**src/rtl/irq_router_pkg.sv**
```systemverilog
package irq_router_pkg;
  localparam int unsigned MAX_CPUS  = 4;
  localparam int unsigned MASK_BASE = 0;
  localparam int unsigned ACT_BASE  = 4;
  localparam int unsigned RAW_IDX   = 8;
  localparam int unsigned IDX_SHIFT = 6;

  typedef enum logic [1:0] {SZ_8 = 2'd0, SZ_16 = 2'd1, SZ_32 = 2'd2, SZ_64 = 2'd3} acc_size_e;
  typedef enum logic [1:0] {K_NONE, K_MASK, K_ACT, K_RAW} reg_kind_e;
endpackage

```
**src/rtl/irq_reg_decode.sv**
```systemverilog
module irq_reg_decode
  import irq_router_pkg::*;
#(
  parameter int unsigned NUM_CPUS = 4,
  parameter int unsigned IDX_W    = 6,
  localparam int unsigned CPU_W   = (NUM_CPUS > 1) ? $clog2(NUM_CPUS) : 1
) (
  input  logic             valid_i,
  input  logic             write_i,
  input  logic [1:0]       size_i,
  input  logic [IDX_W-1:0] idx_i,
  output reg_kind_e        kind_o,
  output logic [CPU_W-1:0] cpu_o,
  output logic             err_o,
  output logic [NUM_CPUS-1:0] mask_we_o
);
  always_comb begin
    kind_o = K_NONE;
    cpu_o  = '0;
    for (int c = 0; c < NUM_CPUS; c++) begin
      if (idx_i == IDX_W'(MASK_BASE + c)) begin
        kind_o = K_MASK;
        cpu_o  = CPU_W'(c);
      end
      if (idx_i == IDX_W'(ACT_BASE + c)) begin
        kind_o = K_ACT;
        cpu_o  = CPU_W'(c);
      end
    end
    if (idx_i == IDX_W'(RAW_IDX)) kind_o = K_RAW;
  end

  logic size_ok;
  assign size_ok = (size_i == SZ_64);
  assign err_o   = valid_i && (!size_ok || kind_o == K_NONE || (write_i && kind_o != K_MASK));

  always_comb begin
    for (int c = 0; c < NUM_CPUS; c++)
      mask_we_o[c] = valid_i && write_i && !err_o && kind_o == K_MASK && cpu_o == CPU_W'(c);
  end
endmodule

```
**src/rtl/irq_raw_vec.sv**
```systemverilog
module irq_raw_vec #(
  parameter int unsigned NUM_LINES = 64,
  localparam int unsigned LINE_W   = (NUM_LINES > 1) ? $clog2(NUM_LINES) : 1
) (
  input  logic                 clk_i,
  input  logic                 rst_ni,
  input  logic                 set_i,
  input  logic [LINE_W-1:0]    set_idx_i,
  input  logic                 clr_i,
  input  logic [LINE_W-1:0]    clr_idx_i,
  output logic [NUM_LINES-1:0] raw_next_o,
  output logic [NUM_LINES-1:0] raw_q_o
);
  // clear first, so a same-line set in the same cycle wins
  always_comb begin
    raw_next_o = raw_q_o;
    if (clr_i) raw_next_o[clr_idx_i] = 1'b0;
    if (set_i) raw_next_o[set_idx_i] = 1'b1;
  end

  always_ff @(posedge clk_i or negedge rst_ni) begin
    if (!rst_ni) raw_q_o <= '0;
    else         raw_q_o <= raw_next_o;
  end
endmodule

```
**src/rtl/irq_cpu_slice.sv**
```systemverilog
module irq_cpu_slice #(
  parameter int unsigned NUM_LINES = 64
) (
  input  logic                 clk_i,
  input  logic                 rst_ni,
  input  logic                 we_i,
  input  logic [NUM_LINES-1:0] wdata_i,
  input  logic [NUM_LINES-1:0] raw_q_i,
  input  logic [NUM_LINES-1:0] raw_next_i,
  output logic [NUM_LINES-1:0] mask_o,
  output logic [NUM_LINES-1:0] active_o,
  output logic                 irq_o
);
  logic [NUM_LINES-1:0] mask_next;

  assign mask_next = we_i ? wdata_i : mask_o;
  assign active_o  = mask_o & raw_q_i;

  always_ff @(posedge clk_i or negedge rst_ni) begin
    if (!rst_ni) begin
      mask_o <= '0;
      irq_o  <= 1'b0;
    end else begin
      mask_o <= mask_next;
      irq_o  <= |(mask_next & raw_next_i);
    end
  end
endmodule

```
**src/rtl/irq_mask_router.sv**
```systemverilog
module irq_mask_router
  import irq_router_pkg::*;
#(
  parameter int unsigned NUM_CPUS  = 4,
  parameter int unsigned NUM_LINES = 64,
  parameter int unsigned DATA_W    = 64,
  parameter int unsigned ADDR_W    = 12,
  localparam int unsigned LINE_W   = (NUM_LINES > 1) ? $clog2(NUM_LINES) : 1,
  localparam int unsigned IDX_W    = ADDR_W - IDX_SHIFT,
  localparam int unsigned CPU_W    = (NUM_CPUS > 1) ? $clog2(NUM_CPUS) : 1
) (
  input  logic                clk_i,
  input  logic                rst_ni,
  input  logic                req_valid_i,
  input  logic                req_write_i,
  input  logic [ADDR_W-1:0]   req_addr_i,
  input  logic [1:0]          req_size_i,
  input  logic [DATA_W-1:0]   req_wdata_i,
  output logic                rsp_valid_o,
  output logic                rsp_err_o,
  output logic [DATA_W-1:0]   rsp_rdata_o,
  input  logic                line_set_i,
  input  logic [LINE_W-1:0]   line_set_idx_i,
  input  logic                line_clr_i,
  input  logic [LINE_W-1:0]   line_clr_idx_i,
  output logic [NUM_CPUS-1:0] irq_o
);
  reg_kind_e            kind;
  logic [CPU_W-1:0]     cpu_sel;
  logic                 dec_err;
  logic [NUM_CPUS-1:0]  mask_we;
  logic [IDX_W-1:0]     reg_idx;
  logic                 unused_low;

  logic [NUM_LINES-1:0] raw_q, raw_next;
  logic [NUM_CPUS-1:0][NUM_LINES-1:0] mask_all, active_all;

  assign reg_idx    = req_addr_i[ADDR_W-1:IDX_SHIFT];
  assign unused_low = ^req_addr_i[IDX_SHIFT-1:0];

  irq_reg_decode #(.NUM_CPUS(NUM_CPUS), .IDX_W(IDX_W)) i_decode (
    .valid_i   (req_valid_i),
    .write_i   (req_write_i),
    .size_i    (req_size_i),
    .idx_i     (reg_idx),
    .kind_o    (kind),
    .cpu_o     (cpu_sel),
    .err_o     (dec_err),
    .mask_we_o (mask_we)
  );

  irq_raw_vec #(.NUM_LINES(NUM_LINES)) i_raw (
    .clk_i      (clk_i),
    .rst_ni     (rst_ni),
    .set_i      (line_set_i),
    .set_idx_i  (line_set_idx_i),
    .clr_i      (line_clr_i),
    .clr_idx_i  (line_clr_idx_i),
    .raw_next_o (raw_next),
    .raw_q_o    (raw_q)
  );

  for (genvar c = 0; c < NUM_CPUS; c++) begin : g_cpu
    irq_cpu_slice #(.NUM_LINES(NUM_LINES)) i_slice (
      .clk_i      (clk_i),
      .rst_ni     (rst_ni),
      .we_i       (mask_we[c]),
      .wdata_i    (req_wdata_i[NUM_LINES-1:0]),
      .raw_q_i    (raw_q),
      .raw_next_i (raw_next),
      .mask_o     (mask_all[c]),
      .active_o   (active_all[c]),
      .irq_o      (irq_o[c])
    );
  end

  logic [DATA_W-1:0] rdata_d;
  always_comb begin
    rdata_d = '0;
    if (!dec_err && !req_write_i) begin
      unique case (kind)
        K_MASK:  rdata_d = DATA_W'(mask_all[cpu_sel]);
        K_ACT:   rdata_d = DATA_W'(active_all[cpu_sel]);
        K_RAW:   rdata_d = DATA_W'(raw_q);
        default: rdata_d = '0;
      endcase
    end
  end

  always_ff @(posedge clk_i or negedge rst_ni) begin
    if (!rst_ni) begin
      rsp_valid_o <= 1'b0;
      rsp_err_o   <= 1'b0;
      rsp_rdata_o <= '0;
    end else begin
      rsp_valid_o <= req_valid_i;
      rsp_err_o   <= req_valid_i && dec_err;
      rsp_rdata_o <= req_valid_i ? rdata_d : '0;
    end
  end
endmodule

```
**config.mk**
```make
export PLATFORM = sky130hd
export DESIGN_NAME = irq_mask_router
export DESIGN_NICKNAME = d
export VERILOG_FILES = /design/src/rtl/irq_router_pkg.sv /design/src/rtl/irq_reg_decode.sv /design/src/rtl/irq_raw_vec.sv /design/src/rtl/irq_cpu_slice.sv /design/src/rtl/irq_mask_router.sv
export SDC_FILE = /design/constraint.sdc
export NUM_CORES = 1
export LEC_CHECK = 0
export ABC_AREA = 1
export BUFFER_PORTS_ARGS = -buffer_cell sky130_fd_sc_hd__buf_2
export CAP_MARGIN = 20
export CORE_ASPECT_RATIO = 1.5
export CORE_UTILIZATION = 35
export DETAILED_ROUTE_END_ITERATION = 7
export GPL_TIMING_DRIVEN = 0
export PLACE_DENSITY = 0.48
export SLEW_MARGIN = 20
export SYNTH_ARGS = -nofsm -noshare
export SYNTH_HDL_FRONTEND = slang
export SYNTH_SLANG_ARGS = --single-unit
```
**constraint.sdc**
```tcl
create_clock -name clk_i -period 1.5 [get_ports clk_i]
set_input_delay 0.3 -clock clk_i [delete_from_list [all_inputs] [get_ports clk_i]]
set_output_delay 0.3 -clock clk_i [all_outputs]
set_load 0.02 [all_outputs]
```
==> summary.md, run 1 <==
| Metric | Value |
|---|---|
| Status | finished, violations left |
| Failing checks | hold timing, setup timing |
| WL/cell | around 26 µm |
| Fin worst setup slack | -0.389 ns |
| Synth top cells by count | nand2_1 (723), inv_1 (449), dfrtp_1 (390) |
| Setup-failing EPs final | 36 |
| CP bufs+invs | 6 |
| Post-Synth XOR/XNOR Area | 0% |
| Fmax | roughly 530 MHz |
| Worst min-delay path category | in2async |
| CTS Sinks | 390 |
| Residual DRC | 0 |
| Congestion Overflow GR | 0 |
| CTS tree | built |
| Most common cell in the synthesized netlist | nand2_1 |
| Crit Path Category | in2reg |
| Number of global-route vias before repair | roughly 20000 |
| Total Die Area | about 61000 µm² |
| Critical Path AT | around 2.4 ns |
| Worst slew margin | 52.2% |
| Routability congestion estimate | between 0.9 and 1 |
| Adder-cell share of the synthesized area | 0% |
| Synthesized area per cell | 7.41 µm² |
| Detailed Routing Iterations Pass 1 | 8 |
| Mapped Cells | 2816 |
| Distinct cells, synth | 28 |
| Fin. Hold Viols | between 50 and 60 |
| Req. time, crit path | a little under 2 ns |
| Crit-path max FO | 12 |
| Crit start category | primary input |
| Synth Area in Compound Gates | a little under an eighth |
| PD cells | 1000 nW/µm² |
| Port bufs | 154 |
| Boundary Pins | ~170 |
| Post-synthesis sequential area ratio | ~47% |
| Gr usage total | ~33% |
| Area Overhead vs Synth | 34.0% |
| Mapped Area | approximately 21000 µm² |
| Synth top area cells | dfrtp_1 (47%), nand2_1 (13%), inv_1 (8.1%), and2_1 (7.3%), nand3_1 (7.1%) |
| Initial antenna violation count | 2 |
| FF+latch count, synth | between 300 and 400 |
| Final min period | 1.89 ns |
| H-tree levels | 2 |
| RSZ-0062 raised after global routing | true |
| Routed wire length | 102000 µm |
| Ys Warns | 0 |
| First-pass GRT wire length | between 100000 and 150000 µm |
| MaxCap Viol Count | 0 |
| CP most frequent cell | nand2_2 |
| Post-DRT Antenna Nets | 0 |
| Vias | between 20000 and 25000 |
| Largest net degree at the start of global routing | 90 |
| Reg clk slew, reported paths | 0.06 ns |
| Post-synth ARST share | between 90% and 100% |
| Iteration-0 DRC Markers | approximately 1900 |
| Slowest CP cell | nand4_1 |
| CP endpoint kind | flop |
| Post-synth EDFFs | 0 |
| Share of layout cells above drive strength 1 | between 20% and 30% |
| Nets | 3228 |
| Largest family of logic cells by synthesized area | simple AND/OR/NAND/NOR gates |
| Synth area leader | dfrtp_1 |
| Placed inst area | 23000 µm² |
| CP max stage delay | roughly 0.21 ns |
| Post-synthesis mux area share | 0% |
| Period utilization | 126% |
| Setup Skew | approximately 0.019 ns |
| CTS buffer count | 43 |
| Die height | 301 µm |
| Clk_lat worst skew | 0.60 ns |
| DP Wirelength | approximately 69000 µm |
| Row cnt | ~110 |
| Top cell type's share of synthesized area | a little under half |
| Post-synth top flop | dfrtp_1 |
| Post-Synth Simple-Gate Area | slightly above 30% |
| Starting Density | about 35% |
| CP Cell Sequence | buf_2 -> inv_2 -> nor2_4 -> nand2_2 -> buf_4 -> clkinvlp_4 -> nand2_4 -> buf_12 -> buf_16 -> nand2_1 -> nand3_2 -> nand4_1 -> nor2_2 -> nand2_2 -> nor2_4 -> nand2_2 |
| Top delay family on crit path | simple AND/OR/NAND/NOR gates |
| Worst VDD drop | ~0.65 mV |
| Worst slew pin tran | 0.716 ns |
| Hold-fix buffers at CTS | 1 |
| Vias per cell | 5.38 |
| Root Buffer | clkbuf_16 |
| Slew Viols, Final | 0 |
| Final instance area | around 28000 µm² |
| Core footprint | a little under 60000 µm² |
| Longest Clk Path Bufs | 3 |
| WHS | -0.381 ns |
| Die W | a little over 200 µm |
| Syn nets | approximately 2900 |
| LEAKAGE | approximately 0.013 µW |
-- final cells by class --
class	count	area, µm²
Tap cell	777	972
Fill cell	5891	31000
Clock inverter	14	129
Multi-Input combinational cell	1854	10100
Timing Repair Buffer	278	2470
Sequential cell	390	9760
Antenna cell	2	5.00
Clock buffer	65	1320
Inverter	460	1780
Buffer	105	1400
-- repair_timing --
action                                  4_1_cts  5_1_grt
hold endpoints to repair                     55       53
pin swaps                                    84      114
setup buffers                                71       31
endpoints found under the setup margin      354       70
gates cloned                                  5        8
gates resized for setup                     395      216
-- final timing paths --
kind | start | endpoint | slack (ns) | depth (start not counted)
max in group asynchronous | rst_ni | g_cpu[1].i_slice.mask_o[44] | 0.54 | 3
min in group clk_i | req_wdata_i[52] | g_cpu[3].i_slice.mask_o[52] | 0.07 | 4
max | req_addr_i[6] | g_cpu[3].i_slice.irq_o | -0.39 | 16
min | rst_ni | rsp_rdata_o[4] | -0.38 | 1
max reg2reg | i_raw.raw_q_o[54] | g_cpu[2].i_slice.irq_o | -0.18 | 10
min reg2reg | g_cpu[2].i_slice.mask_o[16] | g_cpu[2].i_slice.mask_o[16] | 0.52 | 1
-- cells by family after synthesis --
| logic type | count (synthesis) |
|---|---|
| AND/OR/NAND/NOR | 1431 |
| buffers and inverters | 572 |
| AO/OA/AOI/OAI | 423 |
| flip-flops | 390 |
-- per-layer routing --
metal	wire length [µm]	part of all wire, %	GRT usage (%)
met5	31	0.030	0
met4	8580	8.4	25.1
met3	6350	6.2	4.58
met2	48300	47	55.2
met1	38500	38	38.3
-- power by group --
part	total (µW)	internal (µW)	switching [µW]	leakage, µW
combinational	5370	1740	3640	0.00841
sequential	11400	11000	356	0.00411
clock	11200	6430	4820	0.000719
-- cells in the final DEF (no fill, tap or decap), types with 39 or more instances in the layout --
cell and instances:
nand2_1 633, inv_1 434, dfrtp_1 390, and2_1 243, nand3_1 211, o21ai_0 156, buf_2 149, a21oi_1 88
nor2_1 78, nand3_2 73, nand2_2 72, buf_4 69, buf_12 55, clkbuf_16 54, o22ai_1 39
-- state kept, by name, indices dropped and copies added (netlist names) --
name                  cells
rsp_valid_o               1
rsp_rdata_o              64
i_raw.raw_q_o            64
g_cpu.i_slice.mask_o    256
rsp_err_o                 1
g_cpu.i_slice.irq_o       4
-- per-stage QoR --
step                total power (µW)  setup TNS (ns)  cells  worst slack, ns  util, %
finish                         28000           -3.10   3945           -0.389     47.4
global route                   28900           -9.75   3943           -0.410     47.4
CTS                            27600           -2.79   3909           -0.344     45.3
detailed placement             16100         -367.74   3757            -2.03     39.1
global placement               16000        -3549.64   3747            -8.23     38.7
floorplan                      14200           -3.02   2816           -0.283        -
No activity file was read; power rests on OpenSTA's default activity.
==> inputs of run 2 (changes only) <==
CORE_ASPECT_RATIO = 0.7   (was 1.5)
CTS_BUF_LIST = sky130_fd_sc_hd__clkbuf_8   (was unset)
==> run 2 against run 1 <==
Compared with the run above: the flow still finishes with violations (hold timing, setup timing); hold slack better by 0.24 ns; fmax grew 3.5%; critical endpoint is now g_cpu[1].i_slice.irq_o; final area is 3.3% higher; sequential share of layout area down 1.1 points; largest cell class unchanged; final cell count up 2.7%; combinational power rose by 7.3%; routed wire length grew 2.2%; via count grew 4.4%; total power down 2.4%; highest routed layer unchanged; clock power decreased by 9%; register-to-register slack got worse by 0.04 ns.
==> summary.md, run 2 (synthesis results as in run 1) <==
| Metric | Value |
|---|---|
| Reg with most FFs | g_cpu.i_slice.mask_o |
| Post-DRT Antenna Nets | 0 (unchanged) |
| Placed inst area | 23100 µm² (+0.17%) |
| Int Pwr | 18100 µW (-5.5%) |
| Worst min-delay path category | in2async |
| CP max stage delay | 0.25 ns (+0.04 ns) |
| PD cells | 947 nW/µm² (-5.5%) |
| Fin worst setup slack | -0.326 ns (+0.0630 ns) |
| Crit start category | primary input |
| Grt met2 use | 48.2% (-7.0 points) |
| Die height | 206 µm (-31%) |
| Reg clk slew, reported paths | 0.06 ns (about the same) |
| Req. time, crit path | 2.07 ns (+0.10 ns) |
| Setup Skew | 0.0243 ns (+0.00479 ns) |
| DP Worst Slack | -2.12 ns (-0.0855 ns) |
| CP Cell Sequence | buf_8 -> nor2_4 -> buf_6 -> nand3_2 -> nand2_2 -> inv_2 -> nor2_4 -> buf_12 -> buf_16 -> nand2_1 -> nand3_2 -> nand4_1 -> nor2_4 -> nand2_2 -> nor2_4 -> nand2_4 |
| Vias per cell | 5.47 (+1.7%) |
| Sw Share | 33.6% (+2.2 points) |
| Detailed Routing Iterations Pass 1 | 6 (-2) |
| Total Die Area | 60600 µm² (about the same) |
| Residual DRC | 0 (unchanged) |
| Final min period | 1.83 ns (-0.0630 ns) |
| Area Overhead vs Synth | 38.4% |
| Nets | 3302 (+2.3%) |
| Slew Viols, Final | 0 (unchanged) |
| Number of flip-flops in the largest register | 256 (unchanged) |
| Period utilization | 122% (-4.2 points) |
| Share of layout cells above drive strength 1 | 23.5% (+0.17 points) |
| H-tree levels | 3 (+1) |
| Most frequent cells in the layout | nand2_1 (642), inv_1 (458), dfrtp_1 (390) |
| Crit Path Category | in2reg |
| Failing checks | hold timing, setup timing |
| Clock power frac | 37.2% (-3.0 points) |
| Row cnt | 74 (-32%) |
| LEAKAGE | 0.0136 µW (+2.9%) |
| Worst VDD drop | 0.593 mV (-9.2%) |
| Vias | 22200 (+4.4%) |
| Port bufs | 154 (unchanged) |
| Fmax | 548 MHz (+3.5%) |
| Fin. Hold Viols | 145 (+170%) |
| Final instance area | 28900 µm² (+3.3%) |
| Top flop regs | g_cpu.i_slice.mask_o (256), i_raw.raw_q_o (64), rsp_rdata_o (64) |
| Iteration-0 DRC Markers | 2559 (+32%) |
| Boundary Pins | 166 (unchanged) |
| Net load switching power | 9190 µW (+4.3%) |
| Final core occ | 49.3% (+1.8 points) |
| WL/cell | 25.7 µm (-0.49%) |
| Routability congestion estimate | 0.950 (+0.44%) |
| Initial antenna violation count | 3 (+1) |
| CTS Sinks | 390 (unchanged) |
| Most common cell after layout, fill and taps aside | nand2_1 |
| Met3 Track Usage GR | 9.01% (+4.4 points) |
| CP most frequent cell | nor2_4 |
| Critical Path AT | 2.40 ns (+0.05 ns) |
| Status | finished, violations left |
| Largest net degree at the start of global routing | 79 (-12%) |
| Top Usage Layer GRT | met1 |
| Slowest CP cell | nor2_4 |
| CP endpoint kind | flop |
| Gr usage total | 33.9% (+0.92 points) |
| Routed wire length | 104000 µm (+2.2%) |
| Logic pwr share | 21.1% (+1.9 points) |
| Setup-failing EPs final | 60 (+67%) |
| Longest Clk Path Bufs | 3 (unchanged) |
| Starting Density | 35.6% (+0.19 points) |
| Sequential power share | 41.7% (+1.1 points) |
| Congestion Overflow GR | 0 (unchanged) |
| RSZ-0062 raised after global routing | true |
| First-pass GRT wire length | 145000 µm (+2.0%) |
| Clk_lat worst skew | 0.69 ns (+0.09 ns) |
| Number of global-route vias before repair | 20700 (+0.23%) |
| Worst slew pin tran | 0.543 ns (-0.174 ns) |
| CTS buffer count | 71 (+65%) |
| GR Util met1 | 49.1% (+11 points) |
| Hold-fix buffers at CTS | 47 (+46) |
| WHS | -0.143 ns (+0.238 ns) |
| CTS tree | built |
| Die W | 294 µm (+46%) |
| DP Wirelength | 68200 µm (-0.94%) |
| Worst slew margin | 63.8% (+12 points) |
| MaxCap Viol Count | 0 (unchanged) |
| Root Buffer | clkbuf_8 |
| Core footprint | 58600 µm² (-0.52%) |
| Crit-path max FO | 7 (-5) |
run 2: final cells by class:
type / instances / area [µm²]
Antenna cell: 1 / 2.50
Buffer: 108 / 1420
Clock buffer: 87 / 1200
Clock inverter: 33 / 143
Fill cell: 5676 / 29700
Inverter: 460 / 1770
Multi-Input combinational cell: 1855 / 10200
Sequential cell: 390 / 9760
Tap cell: 798 / 998
Timing Repair Buffer: 320 / 3370
run 2: final timing paths:
kind                                        startpoint                     endpoint  slack, ns  cells past startpoint
setup / recovery                        req_addr_i[11]       g_cpu[1].i_slice.irq_o      -0.33                     16
max in group asynchronous                       rst_ni              rsp_rdata_o[33]       0.43                      7
min in group clk_i                     req_wdata_i[50]  g_cpu[2].i_slice.mask_o[50]       0.02                      4
setup reg to reg                     i_raw.raw_q_o[31]       g_cpu[1].i_slice.irq_o      -0.22                      8
hold reg to reg            g_cpu[3].i_slice.mask_o[24]  g_cpu[3].i_slice.mask_o[24]       0.53                      2
hold / removal                                  rst_ni            i_raw.raw_q_o[61]      -0.14                      5
run 2: metrics by stage:
| stage | hold slack [ns] | TNS (ns) | instances | power, µW |
|---|---|---|---|---|
| 6_report | -0.143 | -4.62 | 4052 | 27300 |
| 5_1_grt | -0.111 | -8.55 | 4051 | 28300 |
| 4_1_cts | -0.138 | -2.19 | 4028 | 26900 |
| 3_5_place_dp | 0.203 | -403.43 | 3778 | 16100 |
| 3_3_place_gp | 0.472 | -3620.77 | 3768 | 16000 |
| 2_1_floorplan | 0.00441 | -3.02 | 2816 | 14200 |
run 2: timing repair:
action / CTS / global route
pin swaps: 89 / 87
setup endpoints to repair: 392 / 131
hold endpoints to repair: 305 / 145
setup buffers: 80 / 15
gates cloned: 7 / 8
gates resized for setup: 553 / 235
run 2: worst max-delay path, delay by kind of cell:
family        cells  cell delay, ns
buf+inv           5            0.63
simple gates     11            1.43
run 2: power by group through the flow:
stage / Combinational [µW] / Clock [µW] / Sequential [µW]
3_5_place_dp: 4530 / 0 / 11600
4_1_cts: 5230 / 10300 / 11400
6_report: 5760 / 10200 / 11400
2_1_floorplan: 2730 / 0 / 11400
5_1_grt: 6170 / 10700 / 11400
3_3_place_gp: 4450 / 0 / 11600
run 2: metal layers:
metal / routed length, µm / vias to the layer above
li1: - / 9746
met1: 45700 / 10900
met2: 42200 / 1285
met3: 12200 / 228
met4: 3930 / 2
met5: 16 / -
